<file path="src/rtl/dcc_pkg.sv">
package dcc_pkg;
  localparam int CTRL_W   = 6;
  localparam int B_EN     = 0;
  localparam int B_TCIE   = 1;
  localparam int B_HTIE   = 2;
  localparam int B_TEIE   = 3;
  localparam int B_DIR    = 4;
  localparam int B_CIRC   = 5;

  localparam int OFS_CTRL = 0;
  localparam int OFS_CLR  = 4;
  localparam int OFS_STAT = 8;

  localparam int NFLAG    = 3;
  localparam int FL_DONE  = 0;
  localparam int FL_HALF  = 1;
  localparam int FL_ERR   = 2;
  localparam int STAT_W   = NFLAG + 1;

  typedef struct packed {
    logic circ;
    logic dir;
    logic teie;
    logic htie;
    logic tcie;
    logic en;
  } ctrl_t;

  // next enable: error wins, then a bus write, then hold
  function automatic logic en_next_f(logic en, logic wr, logic wbit,
                                     logic err_flag, logic err_ev);
    if (err_ev)  return 1'b0;
    if (wr)      return en ? wbit : (wbit & ~err_flag);
    return en;
  endfunction

  // active marker: set on a fresh enable, cleared by a one-shot completion
  function automatic logic act_next_f(logic en_nx, logic rise, logic act,
                                      logic done_ev, logic circ);
    return en_nx & (rise | (act & ~(done_ev & ~circ)));
  endfunction

  function automatic logic irq_gate(logic flag, logic ie);
    return flag & ie;
  endfunction
endpackage

</file>
<file path="src/rtl/dcc_ctrl_reg.sv">
module dcc_ctrl_reg
  import dcc_pkg::*;
(
  input  logic              clk,
  input  logic              rst_n,
  input  logic              wr_ctrl,
  input  logic [CTRL_W-1:0] wbits,
  input  logic              err_flag,
  input  logic              ev_err,
  input  logic              ev_done,
  output ctrl_t             ctrl_q,
  output logic              active_q,
  output logic              en_rise
);
  logic en_nx;
  logic act_nx;
  logic cfg_wr;

  always_comb begin
    en_nx   = en_next_f(ctrl_q.en, wr_ctrl, wbits[B_EN], err_flag, ev_err);
    en_rise = ~ctrl_q.en & en_nx;
    act_nx  = act_next_f(en_nx, en_rise, active_q, ev_done, ctrl_q.circ);
    cfg_wr  = wr_ctrl & ~ctrl_q.en;
  end

  always_ff @(posedge clk) begin
    if (!rst_n) begin
      ctrl_q   <= '0;
      active_q <= 1'b0;
    end else begin
      ctrl_q.en <= en_nx;
      active_q  <= act_nx;
      if (cfg_wr) begin
        ctrl_q.tcie <= wbits[B_TCIE];
        ctrl_q.htie <= wbits[B_HTIE];
        ctrl_q.teie <= wbits[B_TEIE];
        ctrl_q.dir  <= wbits[B_DIR];
        ctrl_q.circ <= wbits[B_CIRC];
      end
    end
  end
endmodule

</file>
<file path="src/rtl/dcc_flags.sv">
module dcc_flags #(
  parameter int N = 3
) (
  input  logic         clk,
  input  logic         rst_n,
  input  logic [N-1:0] set_ev,
  input  logic [N-1:0] clr_req,
  output logic [N-1:0] flag_q
);
  for (genvar i = 0; i < N; i++) begin : g_flag
    always_ff @(posedge clk) begin
      if (!rst_n)          flag_q[i] <= 1'b0;
      else if (set_ev[i])  flag_q[i] <= 1'b1;
      else if (clr_req[i]) flag_q[i] <= 1'b0;
    end
  end
endmodule

</file>
<file path="src/rtl/dcc_route.sv">
module dcc_route #(
  parameter int AW = 32,
  parameter int SW = 2
) (
  input  logic          dir,
  input  logic [SW-1:0] per_size,
  input  logic          per_inc,
  input  logic [AW-1:0] per_addr,
  input  logic [SW-1:0] mem_size,
  input  logic          mem_inc,
  input  logic [AW-1:0] mem_addr,
  output logic [SW-1:0] src_size,
  output logic          src_inc,
  output logic [AW-1:0] src_addr,
  output logic [SW-1:0] dst_size,
  output logic          dst_inc,
  output logic [AW-1:0] dst_addr
);
  localparam int BW = AW + SW + 1;
  logic [BW-1:0] per_b, mem_b, src_b, dst_b;

  always_comb begin
    per_b = {per_addr, per_size, per_inc};
    mem_b = {mem_addr, mem_size, mem_inc};
    src_b = dir ? mem_b : per_b;
    dst_b = dir ? per_b : mem_b;
    {src_addr, src_size, src_inc} = src_b;
    {dst_addr, dst_size, dst_inc} = dst_b;
  end
endmodule

</file>
<file path="src/rtl/dma_chan_ctrl.sv">
module dma_chan_ctrl
  import dcc_pkg::*;
#(
  parameter int BUS_AW  = 4,
  parameter int REG_W   = 32,
  parameter int XADDR_W = 32,
  parameter int SIZE_W  = 2
) (
  input  logic               clk,
  input  logic               rst_n,
  input  logic [BUS_AW-1:0]  reg_addr,
  input  logic               reg_wr,
  input  logic [REG_W-1:0]   reg_wdata,
  output logic [REG_W-1:0]   reg_rdata,
  input  logic               ev_err,
  input  logic               ev_half,
  input  logic               ev_done,
  input  logic [SIZE_W-1:0]  per_size,
  input  logic               per_inc,
  input  logic [XADDR_W-1:0] per_addr,
  input  logic [SIZE_W-1:0]  mem_size,
  input  logic               mem_inc,
  input  logic [XADDR_W-1:0] mem_addr,
  output logic [SIZE_W-1:0]  src_size,
  output logic               src_inc,
  output logic [XADDR_W-1:0] src_addr,
  output logic [SIZE_W-1:0]  dst_size,
  output logic               dst_inc,
  output logic [XADDR_W-1:0] dst_addr,
  output logic               ch_en,
  output logic               ch_circ,
  output logic               ch_active,
  output logic               reload_pulse,
  output logic               irq_done,
  output logic               irq_half,
  output logic               irq_err
);
  // named internal events, also seen by the bound checker
  logic             sel_ctrl, sel_clr, sel_stat;
  logic             wr_ctrl, wr_clr;
  logic             en_q, circ_q, dir_q, tcie_q, err_q, active_q, en_rise;
  logic [4:0]       cfg_bits;
  logic [NFLAG-1:0] flag_q, flag_set, flag_clr;
  ctrl_t            ctrl_q;

  assign sel_ctrl = (reg_addr == BUS_AW'(OFS_CTRL));
  assign sel_clr  = (reg_addr == BUS_AW'(OFS_CLR));
  assign sel_stat = (reg_addr == BUS_AW'(OFS_STAT));
  assign wr_ctrl  = reg_wr & sel_ctrl;
  assign wr_clr   = reg_wr & sel_clr;

  dcc_ctrl_reg u_ctrl (
    .clk      (clk),
    .rst_n    (rst_n),
    .wr_ctrl  (wr_ctrl),
    .wbits    (reg_wdata[CTRL_W-1:0]),
    .err_flag (err_q),
    .ev_err   (ev_err),
    .ev_done  (ev_done),
    .ctrl_q   (ctrl_q),
    .active_q (active_q),
    .en_rise  (en_rise)
  );

  always_comb begin
    flag_set          = '0;
    flag_set[FL_DONE] = ev_done;
    flag_set[FL_HALF] = ev_half;
    flag_set[FL_ERR]  = ev_err;
    flag_clr          = wr_clr ? reg_wdata[NFLAG-1:0] : '0;
  end

  dcc_flags #(.N(NFLAG)) u_flags (
    .clk     (clk),
    .rst_n   (rst_n),
    .set_ev  (flag_set),
    .clr_req (flag_clr),
    .flag_q  (flag_q)
  );

  dcc_route #(.AW(XADDR_W), .SW(SIZE_W)) u_route (
    .dir      (ctrl_q.dir),
    .per_size (per_size),
    .per_inc  (per_inc),
    .per_addr (per_addr),
    .mem_size (mem_size),
    .mem_inc  (mem_inc),
    .mem_addr (mem_addr),
    .src_size (src_size),
    .src_inc  (src_inc),
    .src_addr (src_addr),
    .dst_size (dst_size),
    .dst_inc  (dst_inc),
    .dst_addr (dst_addr)
  );

  assign en_q     = ctrl_q.en;
  assign circ_q   = ctrl_q.circ;
  assign dir_q    = ctrl_q.dir;
  assign tcie_q   = ctrl_q.tcie;
  assign err_q    = flag_q[FL_ERR];
  assign cfg_bits = {ctrl_q.circ, ctrl_q.dir, ctrl_q.teie, ctrl_q.htie, ctrl_q.tcie};

  assign ch_en        = ctrl_q.en;
  assign ch_circ      = ctrl_q.circ;
  assign ch_active    = active_q;
  assign reload_pulse = ev_done & ~ev_err & ctrl_q.en & ctrl_q.circ & active_q;
  assign irq_done     = irq_gate(flag_q[FL_DONE], ctrl_q.tcie);
  assign irq_half     = irq_gate(flag_q[FL_HALF], ctrl_q.htie);
  assign irq_err      = irq_gate(flag_q[FL_ERR],  ctrl_q.teie);

  always_comb begin
    reg_rdata = '0;
    if (sel_ctrl)      reg_rdata[CTRL_W-1:0] = ctrl_q;
    else if (sel_stat) reg_rdata[STAT_W-1:0] = {active_q, flag_q};
  end
endmodule

</file>
<file path="config.mk">
export PLATFORM = sky130hd
export DESIGN_NAME = dma_chan_ctrl
export DESIGN_NICKNAME = d
export VERILOG_FILES = /design/src/rtl/dcc_pkg.sv /design/src/rtl/dcc_ctrl_reg.sv /design/src/rtl/dcc_flags.sv /design/src/rtl/dcc_route.sv /design/src/rtl/dma_chan_ctrl.sv
export SDC_FILE = /design/constraint.sdc
export NUM_CORES = 1
export LEC_CHECK = 0
export ABC_AREA = 1
export BUFFER_PORTS_ARGS = -buffer_cell sky130_fd_sc_hd__buf_2
export CAP_MARGIN = 20
export CORE_AREA = 2 2 86 88
export CTS_CLUSTER_SIZE = 16
export DETAILED_ROUTE_END_ITERATION = 8
export DIE_AREA = 0 0 88 90
export GPL_TIMING_DRIVEN = 0
export PLACE_DENSITY_LB_ADDON = 0.05
export SYNTH_ARGS = -nofsm -noshare
export SYNTH_HDL_FRONTEND = slang
export SYNTH_SLANG_ARGS = --single-unit
</file>
<file path="constraint.sdc">
create_clock -name clk -period 1.6 [get_ports clk]
set_input_delay 0.32 -clock clk [delete_from_list [all_inputs] [get_ports clk]]
set_output_delay 0.32 -clock clk [all_outputs]
set_load 0.01 [all_outputs]
</file>
Word-level counts from Yosys, hierarchy flattened
Cells that the tools add are included.
{ "op_classes": {"reduce_logical": 4, "n_mux": 20, "bitwise_logic": 21, "eq_ne": 2} }
{ "op_table": {"columns": ["operator", "n"], "rows": [
  ["$mux 35", 2],
  ["$and 1x1->1", 15],
  ["$mux 1", 14],
  ["$mux 4", 2],
  ["$reduce_bool 2->1", 3],
  ["$not 1->1", 5],
  ["$eq 4x3->1 const B", 1],
  ["$eq 4x4->1 const B", 1],
  ["$logic_not 4->1", 1],
  ["$mux 3", 1],
  ["$mux 2", 1],
  ["$or 1x1->1", 1]
]} }
{ "word_totals": {"word_cells": 57, "reg_bits": 10, "output_inout_bits": 109, "inputBits": 112} }

Longest topological paths before layout
{ "depth": {"word_depth": 9, "ltp_mapped": 6, "depth_no_buf": 6} }

Modules after synthesis
From an unflattened synthesis, not the netlist that was laid out.
{ "hier_totals": {"hier_cells": 348, "hier_area_um2": 1701.6} }
{ "modules_own_cells": {"columns": ["module", "seq_area_each_um2", "cells_per_inst", "instances", "area_each_um2"], "rows": [
  ["dcc_route", 0.0, 226, 1, 939.7],
  ["dma_chan_ctrl", 0.0, 68, 1, 380.4],
  ["dcc_ctrl_reg", 140.1, 38, 1, 269.0],
  ["dcc_flags", 60.1, 16, 1, 112.6]
]} }

Worst setup path after synthesis
No wires, ideal clock.
{ "synth_timing": {"path_kind": "register -> output", "startpoint": "reg u_ctrl.ctrl_q[4] (netlist name)", "endpoint": "out dst_addr[23]", "path_stages_with_launch": 5, "arrival_time_ns": 0.947, "setup_slack_ns": 0.333, "cell_sequence": "dfxtp_1 -> buf_2 -> inv_2 -> buf_2 -> o21ai_0"} }
{ "synth_between": {"elab_chain_len": 1} }
{ "synth_rtl": {"columns": ["element", "line", "text"], "rows": [
  ["$mux 35", "dcc_route.sv:26", "dst_b = dir ? per_b : mem_b;"],
  ["end: declaration", "dma_chan_ctrl.sv:29", "output logic [XADDR_W-1:0] dst_addr,"]
]} }
No other way between the ends.

Final worst setup path
{ "layout_timing": {"startpoint": "reg u_ctrl.ctrl_q[4] (netlist name)", "endpoint": "out src_addr[8]"} }
{ "layout_between": {"elab_chain_len": 1} }
{ "layout_rtl": {"columns": ["element", "line", "text"], "rows": [
  ["$mux 35", "dcc_route.sv:25", "src_b = dir ? mem_b : per_b;"],
  ["end: declaration", "dma_chan_ctrl.sv:26", "output logic [XADDR_W-1:0] src_addr,"]
]} }
No other way between the ends.

==> reports/metrics.json <==
{
  "outcome": {
    "status": "completed"
  },
  "placement": {
    "place.detailed.instances": 592,
    "dp.final_hpwl_mm": 5.74,
    "place_worst_setup_slack_ns": 0.0485,
    "gp_routability_congestion": 0.779,
    "buffer_ports.inserted": 168
  },
  "detailed_routing": {
    "detail_route.drc_violations": 0,
    "dr.pass1.iters": 4,
    "routedWlPerCell_um": 11.8,
    "vias_per_cell": 4.12,
    "detail_route.iter0.violations": 66,
    "finalWirelength_mm": 7.01,
    "vias": 2450,
    "final_antenna_net_count": 0
  },
  "cts": {
    "cts_clk_pin_slew_worst_paths_ns": 0.05,
    "cts_max_level": 1,
    "num_clock_sinks": 10,
    "cts_made_buffers": 3,
    "clock_insertion_delay_worst_skew_ns": 0.24,
    "max-clock-path-buffers": 2,
    "cts_post_setup_buffers_inserted": 0,
    "master_cell_of_the_clock_root_buffer": "clkbuf_8",
    "cts_hold_buffers": 0,
    "cts_tree": "yes"
  },
  "final_layout": {
    "nNetsFinal": 610,
    "share_of_layout_cells_above_drive_strength_1_pct": 44.8,
    "finalNonFillerCells": 595,
    "num_antenna_cells": 0,
    "area_delta_synth_final_pct": 75.0,
    "final_core_utilization_pct": 39.0
  },
  "worst_setup_path": {
    "crit-reg2reg-capture": "u_ctrl.ctrl_q[2]$_SDFFE_PN0P_",
    "critical-path-max-stage-delay_ns": 0.32,
    "regToRegStartpoint": "u_ctrl.ctrl_q[0]$_SDFF_PN0_",
    "cp.depth": 5,
    "critical-path-top-delay-family": "buffers and inverters",
    "worst_ep_arrival_time_ns": 1.24,
    "cp_max_fo": 10,
    "startpoint_type": "flip-flop",
    "worst_setup_path_startpoint": "u_ctrl.ctrl_q[4]$_SDFFE_PN0P_",
    "worstPathCellList": "buf_6, inv_6, buf_4, o21ai_0, buf_2",
    "worst-r2r-cell-count": 4,
    "timing.critical_path.slowest_stage_cell": "dfxtp_1",
    "timing_worst_setup_path_type": "flip-flop to primary output",
    "crit_path_end": "src_addr[8]",
    "critPathRequiredTime_ns": 1.28,
    "reg2reg_setup_slack_ns": 0.62,
    "worst_setup_path_end_kind": "primary output",
    "cp_num_buf_inv": 4
  },
  "min_path": {
    "min-delay-path-class": "primary input to flip-flop"
  },
  "job": {
    "cap_violations": 0
  },
  "sta": {
    "setup-tns-final_ns": 0,
    "unrepaired_setup_endpoints_after_global_routing": "yes",
    "final_critical_path_setup_slack_ns": 0.0365,
    "clock_skew_ns": 0.00396,
    "hold_viol": 0,
    "finalSetupViolations": 0,
    "timing.final.crit_share_pct": 97.7,
    "finalWorstPathRequiredPeriod_ns": 1.56,
    "max_clock_freq_mhz": 640,
    "slew_viol_final": 0
  },
  "synthesis": {
    "synth_area_per_cell_um2": 5.21,
    "yosys_top_cell_by_area": "nand2_1",
    "netlist.area_leader.share_pct": 21.6,
    "yosys.cell_count.top_type": "nand2_1",
    "share_of_synthesized_flip_flops_with_an_asynchronous_set_or_reset_pct": 0,
    "ys_seq_elements": 10,
    "synth-edff-count": 0,
    "ys.flop_type": "dfxtp_1",
    "post_synth_inst_count": 300,
    "yosysWarningCount": 0,
    "synth_sequential_area_ratio_pct": 12.8,
    "synth.lib_cells_used.distinct": 20,
    "netlist_area_um2": 1560,
    "netlist_top_cells_area": "nand2_1 22%, o21ai_0 19%, dfxtp_1 13%, buf_4 12%, inv_1 12%",
    "synth_top_cells_by_count": "90 x nand2_1, 60 x o21ai_0, 52 x inv_1"
  },
  "die": {
    "fp.dieW_um": 88,
    "boundaryPins": 221,
    "die_h_um": 90,
    "fp.coreArea_um2": 7020,
    "floorplan.rows": 31,
    "initial_core_util_pct": 22.3,
    "floorplan.die_area_um2": 7920
  },
  "grt": {
    "grt_first_pass_wirelength_mm": 10.4,
    "track_usage_pct": 16.1,
    "total_grt_overflow": 0,
    "number_of_global_route_vias_before_repair": 2091,
    "grt_antenna_before_repair": 0,
    "pin_count_of_the_biggest_net_entering_global_routing": 11
  },
  "pwr": {
    "vdd_drop_max_v": 0.000299,
    "cell_area_power_density_nw_per_um2": 404,
    "p_leak_nw": 1.73
  }
}
## metrics by stage
step	cell area, um2	power [W]	hold WS (ns)
after floorplan	1660	0.000553	0.437
after global placement	2620	0.000829	0.483
after detailed placement	2620	0.000830	0.481
after CTS	2710	0.00111	0.288
after global routing	2740	0.00119	0.306
final	2740	0.00111	0.296
## sequential cells by signal, summed over array words and instances (netlist names)
register	flops
u_ctrl.active_q	1
u_ctrl.ctrl_q	6
u_flags.flag_q	3
## layout by cell type, fill, tap and decap left out, drive strengths merged
cell type  count
buf          204
nand2         90
o21ai         71
inv           53
conb          26
nor2          19
dfxtp         10
clkbuf         8
o22ai          4
a21oi          4
nand4          4
nand3          2
nor4           1
## worst min-delay path, stage by stage
cell     delay (ns)
buf_2          0.08
a21oi_1        0.03
nor2_1         0.07
## logic make-up (layout without fill, tap and decap cells)
group	after synthesis	count (layout)	synth area share [%]
AOI/OAI and AO/OA	79	79	25.6
buffers and inverters	94	265	29.8
DFF	10	10	12.8
and+or+nand+nor	116	116	31.6
other	1	26	0.240
## area by class of cell
type                            count  area (um2)
Multi-Input combinational cell    221        1010
Sequential cell                    10         200
Inverter                           53         204
Buffer                             41         317
Fill cell                         796        4280
Clock buffer                        3        41.3
Timing Repair Buffer              168         841
Tap cell                           99         124
## how the worst min path moves through the flow
stage,startpoint,endpoint,slack [ns],cells past startpoint
2_1_floorplan,ev_half,u_flags.flag_q[1]$_SDFFE_PN0P_,0.44,2
4_1_cts,ev_half,u_flags.flag_q[1]$_SDFFE_PN0P_,0.29,3
3_5_place_dp,u_flags.flag_q[0]$_SDFFE_PN0P_,u_flags.flag_q[0]$_SDFFE_PN0P_,0.48,2
3_3_place_gp,u_flags.flag_q[0]$_SDFFE_PN0P_,u_flags.flag_q[0]$_SDFFE_PN0P_,0.48,2
5_1_grt,ev_half,u_flags.flag_q[1]$_SDFFE_PN0P_,0.31,3
6_report,ev_half,u_flags.flag_q[1]$_SDFFE_PN0P_,0.30,3
## power breakdown
| group | leakage [nW] | switching (W) | internal, W |
|---|---|---|---|
| clock network | 0.0216 | 0.0000980 | 0.000165 |
| logic | 1.63 | 0.000313 | 0.000265 |
| registers | 0.0817 | 0.00000625 | 0.000258 |
| total | 1.73 | 0.000417 | 0.000689 |
## routing by layer
layer	global-route usage, %	up-vias	part of all wire [%]
met1	19.0	1061	40
met5	0	-	0
met3	2.66	3	8.7
met2	30.7	117	51
li1	-	1269	-
met4	1.79	0	0.24
## what timing repair did
item,4_1_cts,5_1_grt
gates cloned,0,0
setup endpoints to repair,66,64
resized for setup,20,28
No activity file was read; power rests on OpenSTA's default activity.
